### src/rtl/sdtr_pkg.sv
package sdtr_pkg;

    localparam int          BYTE_W      = 8;
    localparam logic [7:0]  EXT_MSG     = 8'h01;
    localparam logic [7:0]  SDTR_LEN    = 8'h03;
    localparam logic [7:0]  SDTR_CODE   = 8'h01;
    localparam logic [7:0]  FAST_FACTOR = 8'd25;
    localparam logic [7:0]  SLOW_FACTOR = 8'd50;
    localparam logic [7:0]  MAX_OFFSET  = 8'd15;
    localparam int          REPLY_LEN   = 5;
    localparam int          REPLY_CW    = $clog2(REPLY_LEN);

    typedef struct packed {
        logic [BYTE_W-1:0] period;
        logic [BYTE_W-1:0] offset;
    } agree_t;

    typedef enum logic [1:0] {
        PS_IDLE = 2'd0,
        PS_LEN  = 2'd1,
        PS_BODY = 2'd2
    } pstate_e;

    function automatic agree_t decide(input logic [7:0] req_p, input logic [7:0] req_o);
        agree_t r;
        if (req_p > SLOW_FACTOR) begin
            r.period = '0;
            r.offset = '0;
        end else begin
            r.period = (req_p <= FAST_FACTOR) ? FAST_FACTOR : SLOW_FACTOR;
            r.offset = (req_o > MAX_OFFSET) ? MAX_OFFSET : req_o;
        end
        return r;
    endfunction

endpackage

### src/rtl/sdtr_parser.sv
module sdtr_parser
    import sdtr_pkg::*;
(
    input  logic        clk,
    input  logic        rst,
    input  logic        abort,
    input  logic        msg_valid,
    input  logic [7:0]  msg_byte,
    output logic        req_fire,
    output agree_t      req_raw
);
    pstate_e     state_q;
    logic [7:0]  len_q;
    logic [8:0]  left_q;
    logic [1:0]  idx_q;
    logic [7:0]  code_q;
    logic [7:0]  per_q;

    always_ff @(posedge clk) begin
        if (rst || abort) begin
            state_q <= PS_IDLE;
            len_q   <= '0;
            left_q  <= '0;
            idx_q   <= '0;
            code_q  <= '0;
            per_q   <= '0;
        end else if (msg_valid) begin
            case (state_q)
                PS_IDLE: begin
                    if (msg_byte == EXT_MSG) state_q <= PS_LEN;
                end
                PS_LEN: begin
                    len_q   <= msg_byte;
                    left_q  <= (msg_byte == 8'd0) ? 9'd256 : {1'b0, msg_byte};
                    idx_q   <= '0;
                    state_q <= PS_BODY;
                end
                PS_BODY: begin
                    if (idx_q == 2'd0) code_q <= msg_byte;
                    if (idx_q == 2'd1) per_q  <= msg_byte;
                    if (idx_q != 2'd3) idx_q  <= idx_q + 2'd1;
                    left_q <= left_q - 9'd1;
                    if (left_q == 9'd1) state_q <= PS_IDLE;
                end
                default: state_q <= PS_IDLE;
            endcase
        end
    end

    always_comb begin
        req_fire = msg_valid && (state_q == PS_BODY) && (left_q == 9'd1) &&
                   (idx_q == 2'd2) && (len_q == SDTR_LEN) && (code_q == SDTR_CODE);
        req_raw.period = per_q;
        req_raw.offset = msg_byte;
    end

endmodule

### src/rtl/sdtr_table.sv
module sdtr_table
    import sdtr_pkg::*;
#(
    parameter int NUM_TGT = 8,
    parameter int ID_W    = $clog2(NUM_TGT)
) (
    input  logic            clk,
    input  logic            rst,
    input  logic            clr_all,
    input  logic            clr_one,
    input  logic [ID_W-1:0] clr_id,
    input  logic            wr_en,
    input  logic [ID_W-1:0] wr_id,
    input  agree_t          wr_data,
    input  logic [ID_W-1:0] rd_id,
    output agree_t          rd_data
);
    agree_t ent [NUM_TGT];

    for (genvar g = 0; g < NUM_TGT; g++) begin : g_ent
        agree_t ent_q;
        always_ff @(posedge clk) begin
            if (rst || clr_all) begin
                ent_q <= '0;
            end else if (clr_one && (clr_id == ID_W'(g))) begin
                ent_q <= '0;
            end else if (wr_en && (wr_id == ID_W'(g))) begin
                ent_q <= wr_data;
            end
        end
        assign ent[g] = ent_q;
    end

    always_comb begin
        rd_data = '0;
        for (int i = 0; i < NUM_TGT; i++) begin
            if (rd_id == ID_W'(i)) rd_data = ent[i];
        end
    end

endmodule

### src/rtl/sdtr_reply.sv
module sdtr_reply
    import sdtr_pkg::*;
(
    input  logic        clk,
    input  logic        rst,
    input  logic        abort,
    input  logic        start,
    input  agree_t      start_val,
    input  logic        reject,
    input  logic        xchg_done,
    input  logic        atn,
    output logic        rsp_valid,
    output logic [7:0]  rsp_byte,
    output logic        revert
);
    localparam logic [REPLY_CW-1:0] LAST = REPLY_CW'(REPLY_LEN - 1);

    logic                busy_q;
    logic [REPLY_CW-1:0] cnt_q;
    agree_t              val_q;
    logic                pend_q;
    logic                finish;

    assign finish = busy_q && !start && (cnt_q == LAST);
    assign revert = reject && pend_q;

    always_ff @(posedge clk) begin
        if (rst || abort) begin
            busy_q <= 1'b0;
            cnt_q  <= '0;
            val_q  <= '0;
            pend_q <= 1'b0;
        end else begin
            if (start) begin
                busy_q <= 1'b1;
                cnt_q  <= '0;
                val_q  <= start_val;
            end else if (busy_q) begin
                if (cnt_q == LAST) busy_q <= 1'b0;
                else               cnt_q  <= cnt_q + 1'b1;
            end

            if (start)                  pend_q <= 1'b0;
            else if (finish)            pend_q <= 1'b1;
            else if (revert)            pend_q <= 1'b0;
            else if (xchg_done && !atn) pend_q <= 1'b0;
        end
    end

    always_comb begin
        rsp_valid = busy_q;
        case (cnt_q)
            REPLY_CW'(0): rsp_byte = EXT_MSG;
            REPLY_CW'(1): rsp_byte = SDTR_LEN;
            REPLY_CW'(2): rsp_byte = SDTR_CODE;
            REPLY_CW'(3): rsp_byte = val_q.period;
            REPLY_CW'(4): rsp_byte = val_q.offset;
            default:      rsp_byte = '0;
        endcase
    end

endmodule

### src/rtl/sdtr_responder.sv
module sdtr_responder
    import sdtr_pkg::*;
#(
    parameter int NUM_TGT = 8,
    parameter int ID_W    = $clog2(NUM_TGT)
) (
    input  logic            clk,
    input  logic            rst,
    input  logic            msg_valid,
    input  logic [7:0]      msg_byte,
    input  logic            atn,
    input  logic            xchg_done,
    input  logic            msg_reject,
    input  logic            bus_reset,
    input  logic            dev_reset,
    input  logic            sel_valid,
    input  logic [ID_W-1:0] sel_id,
    output logic            rsp_valid,
    output logic [7:0]      rsp_byte,
    output logic [7:0]      agr_period,
    output logic [7:0]      agr_offset
);
    logic [ID_W-1:0] cur_id_q;
    logic            req_fire;
    agree_t          req_raw;
    agree_t          agreed;
    agree_t          cur_val;
    logic            fire_ok;
    logic            revert;

    always_ff @(posedge clk) begin
        if (rst)            cur_id_q <= '0;
        else if (sel_valid) cur_id_q <= sel_id;
    end

    sdtr_parser u_parser (
        .clk       (clk),
        .rst       (rst),
        .abort     (bus_reset | sel_valid),
        .msg_valid (msg_valid),
        .msg_byte  (msg_byte),
        .req_fire  (req_fire),
        .req_raw   (req_raw)
    );

    assign agreed  = decide(req_raw.period, req_raw.offset);
    assign fire_ok = req_fire && !bus_reset && !sel_valid && !dev_reset;

    sdtr_table #(.NUM_TGT(NUM_TGT), .ID_W(ID_W)) u_table (
        .clk     (clk),
        .rst     (rst),
        .clr_all (bus_reset),
        .clr_one (dev_reset | revert),
        .clr_id  (cur_id_q),
        .wr_en   (fire_ok),
        .wr_id   (cur_id_q),
        .wr_data (agreed),
        .rd_id   (cur_id_q),
        .rd_data (cur_val)
    );

    sdtr_reply u_reply (
        .clk       (clk),
        .rst       (rst),
        .abort     (bus_reset | sel_valid | dev_reset),
        .start     (fire_ok),
        .start_val (agreed),
        .reject    (msg_reject),
        .xchg_done (xchg_done),
        .atn       (atn),
        .rsp_valid (rsp_valid),
        .rsp_byte  (rsp_byte),
        .revert    (revert)
    );

    assign agr_period = cur_val.period;
    assign agr_offset = cur_val.offset;

endmodule

### config.mk
export PLATFORM = sky130hd
export DESIGN_NAME = sdtr_responder
export DESIGN_NICKNAME = d
export VERILOG_FILES = /design/src/rtl/sdtr_pkg.sv /design/src/rtl/sdtr_parser.sv /design/src/rtl/sdtr_table.sv /design/src/rtl/sdtr_reply.sv /design/src/rtl/sdtr_responder.sv
export SDC_FILE = /design/constraint.sdc
export NUM_CORES = 1
export LEC_CHECK = 0
export BUFFER_PORTS_ARGS = -buffer_cell sky130_fd_sc_hd__buf_2
export CORE_MARGIN = 4
export CORE_UTILIZATION = 50
export DETAILED_ROUTE_END_ITERATION = 8
export HOLD_SLACK_MARGIN = 0.1
export PLACE_DENSITY = 0.75
export REMOVE_ABC_BUFFERS = 1
export SLEW_MARGIN = 30
export SYNTH_ARGS = -nofsm -noshare
export SYNTH_HDL_FRONTEND = slang
export SYNTH_SLANG_ARGS = --single-unit
### constraint.sdc
create_clock -name clk -period 2.4 [get_ports clk]
set_clock_uncertainty 0.05 [all_clocks]
set_input_delay 0.36 -clock clk [delete_from_list [all_inputs] [get_ports clk]]
set_output_delay 0.36 -clock clk [all_outputs]
set_load 0.05 [all_outputs]
### Yosys cells after proc, flatten, opt, wreduce, memory -nomap -nowiden

Cells that the tools add are included.

| storage, ports and cells | value |
|---|---|
| bits in registers | 189 |
| word-level logic and storage cells | 146 |

| operators by class | value |
|---|---|
| add/subtract/negate cells | 3 |
| magnitude comparators | 3 |
| eq/ne operators | 23 |
| mux-type cells | 25 |
| bitwise gates (word level) | 4 |
| reduce and logical (&&, ||, !) cells | 60 |

Operators by type and width:

| operator | count |
|---|---|
| $mux W16 | 8 |
| $pmux W8 S4 | 1 |
| $logic_and A1 B1 Y1 | 28 |
| $reduce_or A2 Y1 | 10 |
| $pmux W9 S2 | 1 |
| $eq A8 B1 Y1 const B | 2 |
| $eq A3 B3 Y1 const B | 5 |
| $mux W14 | 1 |
| $eq A3 B2 Y1 const B | 4 |
| $reduce_and A3 Y1 | 4 |
| $eq A9 B1 Y1 const B | 1 |
| $mux W9 | 1 |
| $sub A9 B1 Y9 const B | 1 |
| $eq A8 B2 Y1 const B | 1 |
| $gt A8 B4 Y1 const B | 1 |
| $gt A8 B6 Y1 const B | 1 |
| $le A8 B5 Y1 const B | 1 |
| $logic_not A8 Y1 | 1 |
| $mux W8 | 1 |
| $eq A3 B1 Y1 const B | 2 |
| $logic_not A3 Y1 | 2 |
| $mux W1 | 6 |
| $mux W2 | 3 |
| $mux W6 | 1 |
| other kinds (16) | 31 |

### Longest topological paths before layout

| logic depth | value |
|---|---|
| word-level depth | 13 |
| mapped depth | 8 |

### Modules after synthesis

Synthesis repeated with hierarchy kept, for this count alone.

| unflattened totals | value |
|---|---|
| cell total of the unflattened synthesis | 1105 |
| area total of the unflattened synthesis | 8928.6 sq um |

Modules (own cells, without submodules):

| module | times used | cells each | area each (sq um) | sequential area each (sq um) |
|---|---|---|---|---|
| sdtr_table | 1 | 739 | 5774.3 | 2562.5 |
| sdtr_parser | 1 | 224 | 1898.1 | 740.7 |
| sdtr_reply | 1 | 108 | 1007.2 | 420.4 |
| sdtr_responder | 1 | 34 | 249.0 | 60.1 |

### Least setup slack after synthesis

Ideal clock, no wire load.

| timing path | value |
|---|---|
| path kind | reg-to-output |
| start | reg cur_id_q[2] |
| end | out agr_offset[6] |
| arrival | 2125 ps |
| setup slack | -135 ps |
| stages on the path, launching flop included | 7 |
| buffers on the path | 2 |
| path through | dfxtp_1 clkbuf_1 clkbuf_1 o21ai_0 a21oi_1 a221oi_1 a21oi_1 |

| between the ends | value |
|---|---|
| longest elaborated chain between the ends | 9 |
| elaborated cells on any way between the ends | 16 |
| classes of those cells | eq/ne (7); mux (8); reduce/logical (1) |

RTL lines:

| what | line | RTL |
|---|---|---|
| start: declaration | sdtr_responder.sv:23 | `logic [ID_W-1:0] cur_id_q;` |
| start signal: assignment | sdtr_responder.sv:33 | `else if (sel_valid) cur_id_q <= sel_id;` |
| $logic_not A3 Y1 | sdtr_table.sv:37 | `if (rd_id == ID_W'(i)) rd_data = ent[i];` |
| $mux W16 (7 in series) | sdtr_table.sv:37 |  |
| $mux W16 * | sdtr_table.sv:37 |  |
| end: declaration | sdtr_responder.sv:21 | `output logic [7:0] agr_offset` |

Mark *: on every way between the ends. The rest lies on a longest branch, timed or not.

### Worst setup path in the final report

| timing path | value |
|---|---|
| start | reg cur_id_q[0] |
| end | out agr_offset[2] |

Same word-level chain as after synthesis.

==> flow_metrics.env <==
export IMPL_critPathMaxStageDelay_ps=550
export IMPL_instances_no_fill=1007
export IMPL_diodes=0
export IMPL_total_leakage_power_nw=3.533
export IMPL_pwr_share_clk=0.491
export IMPL_hold_viol=0
export IMPL_swShare=0.2305
export IMPL_maxSlewViolCount=0
export IMPL_final_layout_size_suffix_gt1_frac=0.2190
export IMPL_cp_arrival_ps=2020
export IMPL_drt_wl_total_um=19360
export IMPL_cp_max_fo=8
export IMPL_rsz0062_at_grt="yes"
export IMPL_io_pins=45
export IMPL_clk_pin_slew_ps=60
export IMPL_status="finished, violations left"
export IMPL_fin_crit_ps=2429
export IMPL_fin_nets=854
export IMPL_viasPerCell=6.138
export IMPL_share_seq_of_total_power=0.445
export IMPL_area_delta_synth_final_pct=20.00
export IMPL_syn_area_um2=6914
export IMPL_wl_per_cell_um=19.23
export IMPL_wl_met2_um=9426
export IMPL_critPathKind="reg -> out"
export IMPL_seq_area_um2=2894
export IMPL_crit_chain="mux4_2, a221oi_2, a21oi_1, buf_4"
export IMPL_seq_area_frac_synth=0.4169
export IMPL_min_path_type="in -> reg"
export IMPL_wl_met1_um=7782
export IMPL_crit_path_end_kind="output port"
export IMPL_clk_latency_ps=420
export IMPL_setup_violations=2
export IMPL_required_ps=1990
export IMPL_dr_pass1_iters=5
export IMPL_layout_commonest_cell="dfxtp_1"
export IMPL_worst_path_buf_inv=1
export IMPL_die_x_um=125.6
export IMPL_fin_setup_tns_ps=-46.67
export IMPL_placedCellCount=968
export IMPL_dieHeight_um=125.6
export IMPL_drtAntennaViolNets=0
export IMPL_top_layer="met4"
export IMPL_core_um2=13400
export IMPL_fill_cells=1095
export IMPL_cts_sinks=144
export IMPL_vdd_drop_max_uv=542.6
export IMPL_max_freq_mhz=411.7
export IMPL_multi_input_area_um2=3826
export IMPL_drc=0
export IMPL_worst_pin_slew_ps=808.5
export IMPL_syn_inst=767
export IMPL_cts_tree="built"
export IMPL_track_usage=0.2431
export IMPL_synthArstFlopShare=0
export IMPL_io_buffers=41
export IMPL_p_comb_frac=0.065
export IMPL_fin_crit_sh=1.012
export IMPL_antenna_found_initial=0
export IMPL_grt_pass1_vias=6159
export IMPL_drt_initial_drc_count=491
export IMPL_rows=42
export IMPL_yosys_cell_types_count=65
export IMPL_ys_warn_count=0
export IMPL_die_area_um2=15770
export IMPL_dpl_hpwl_um=13590
export IMPL_met3_wirelength_um=1457
export IMPL_grt_overflow=0
export IMPL_start_util=0.5160
export IMPL_start_kind="register"
export IMPL_switchingPower_mw=1.247
export IMPL_crit_family="multiplexers"
export IMPL_avgSynthCellArea_um2=9.015
export IMPL_power_per_cell_area_nw_per_um2=652.1
export IMPL_ctsRootBufferMaster="clkbuf_16"
export IMPL_gp_congestion=0.9590
export IMPL_critPathSlowestCell="mux4_2"
export IMPL_ys_seq_elements=144
export IMPL_cts_made_buffers=17
export IMPL_cap_violations=0
export IMPL_grt_first_pass_wirelength_um=31030
export IMPL_vias=6181
export IMPL_cts_hold_buf=0
export IMPL_clock_path_buffers=2
export IMPL_cts_max_level=4
export IMPL_setup_slack_ps=-29.25
export IMPL_maxSlewHeadroom=0.4560
export IMPL_synth_top_flop_cell="dfxtp_1"
export IMPL_internal_power_mw=4.163
export IMPL_final_cell_mix="141 x dfxtp_1, 128 x nand2_1, 82 x mux2i_1"
export IMPL_synth_edf_count=0
export IMPL_violations="negative setup slack"
export IMPL_grt_max_degree=28
-- Yosys cell counts, types with 7 or more instances --
| cell type | n | share of area |
|---|---|---|
| a21oi_1 | 40 | 0.029 |
| a221oi_1 | 12 | 0.015 |
| a31oi_1 | 10 | 0.0090 |
| and3_1 | 41 | 0.037 |
| buf_2 | 12 | 0.0087 |
| buf_4 | 7 | 0.0076 |
| clkbuf_1 | 37 | 0.020 |
| dfxtp_1 | 144 | 0.42 |
| ha_1 | 14 | 0.025 |
| inv_1 | 21 | 0.011 |
| mux2i_1 | 82 | 0.12 |
| mux4_2 | 11 | 0.036 |
| nand2_1 | 131 | 0.071 |
| nand3_1 | 35 | 0.025 |
| nor2_1 | 28 | 0.015 |
| nor3_1 | 14 | 0.010 |
| o21ai_0 | 28 | 0.020 |
-- path summary, 6_finish.rpt --
check | start | end | slack (ps) | cells past startpoint
max | cur_id_q[0] | agr_offset[2] | -30 | 4
min | rst | cur_id_q[1] | 140 | 2
max reg2reg | u_parser.left_q[1] | u_reply.val_q[11] | 100 | 7
min reg2reg | u_parser.len_q[7] | u_parser.len_q[7] | 400 | 2
-- repair_timing --
item	CTS	global route
endpoints found under the setup margin	13	37
setup buffers	2	7
pin swaps	3	8
resized for setup	29	35
gates cloned	0	0
-- per-layer routing --
layer	up-vias	GRT usage
li1	2849	-
met3	74	0.06482
met4	0	0.1103
met5	-	0
met2	259	0.4047
met1	2999	0.2943
-- worst register-to-register path, delay by kind of cell (launching register included) --
kind            cells  cell delay [ps]
compound gates      1              150
buf+inv             2              360
flops               1              350
simple gates        3             1180
fa+ha+maj           1              140
-- cell families (layout without fill, tap and decap cells) --
group,count (synthesis),count (layout),synth area share
AOI/OAI and AO/OA,132,132,0.1229
other,1,3,0.0005424
muxes,97,97,0.1611
buffers and inverters,82,144,0.05157
adders and majority gates,14,14,0.02534
xor gates and xnor gates,1,1,0.001267
and+or+nand+nor,296,296,0.2204
DFF,144,144,0.4169
-- power by group through the flow --
stage	Combinational, mW	Clock (mW)	Sequential (mW)
after CTS	0.324	2.67	2.41
after global placement	0.299	0	2.46
after global routing	0.372	2.79	2.41
after floorplan	0.154	0	2.47
final	0.350	2.65	2.41
after detailed placement	0.307	0	2.46
-- cell type report --
class	instances	share of cell area
clock buffer	20	0.05384
clock inverter	10	0.01659
inverter	22	0.01056
multi-input combinational	543	0.4612
sequential	144	0.3488
tap	176	0.02654
timing repair buffer	92	0.08249
-- metrics by stage --
stage | setup slack, ps | hold WS (ps) | cell area, um2 | power, mW | utilization
6_report | -29.25 | 137.8 | 8297 | 5.410 | 0.6191
2_1_floorplan | -557.1 | 381.5 | 6648 | 2.626 | -
3_5_place_dp | 73.58 | 396.9 | 7403 | 2.766 | 0.5525
5_1_grt | -84.07 | 150.4 | 8297 | 5.567 | 0.6191
4_1_cts | -17.62 | 125.9 | 8093 | 5.401 | 0.6039
3_3_place_gp | 119.2 | 390.3 | 7403 | 2.757 | 0.5525
-- sequential cells by signal, summed over array words and instances (netlist names) --
signal             count
u_parser.idx_q         2
u_reply.rsp_valid      1
u_reply.pend_q         1
u_table.ent           88
u_reply.val_q         11
u_reply.cnt_q          3
u_parser.code_q        8
u_parser.left_q        9
u_parser.state_q       2
cur_id_q               3
u_parser.per_q         8
u_parser.len_q         8
No activity file was read; power rests on OpenSTA's default activity.
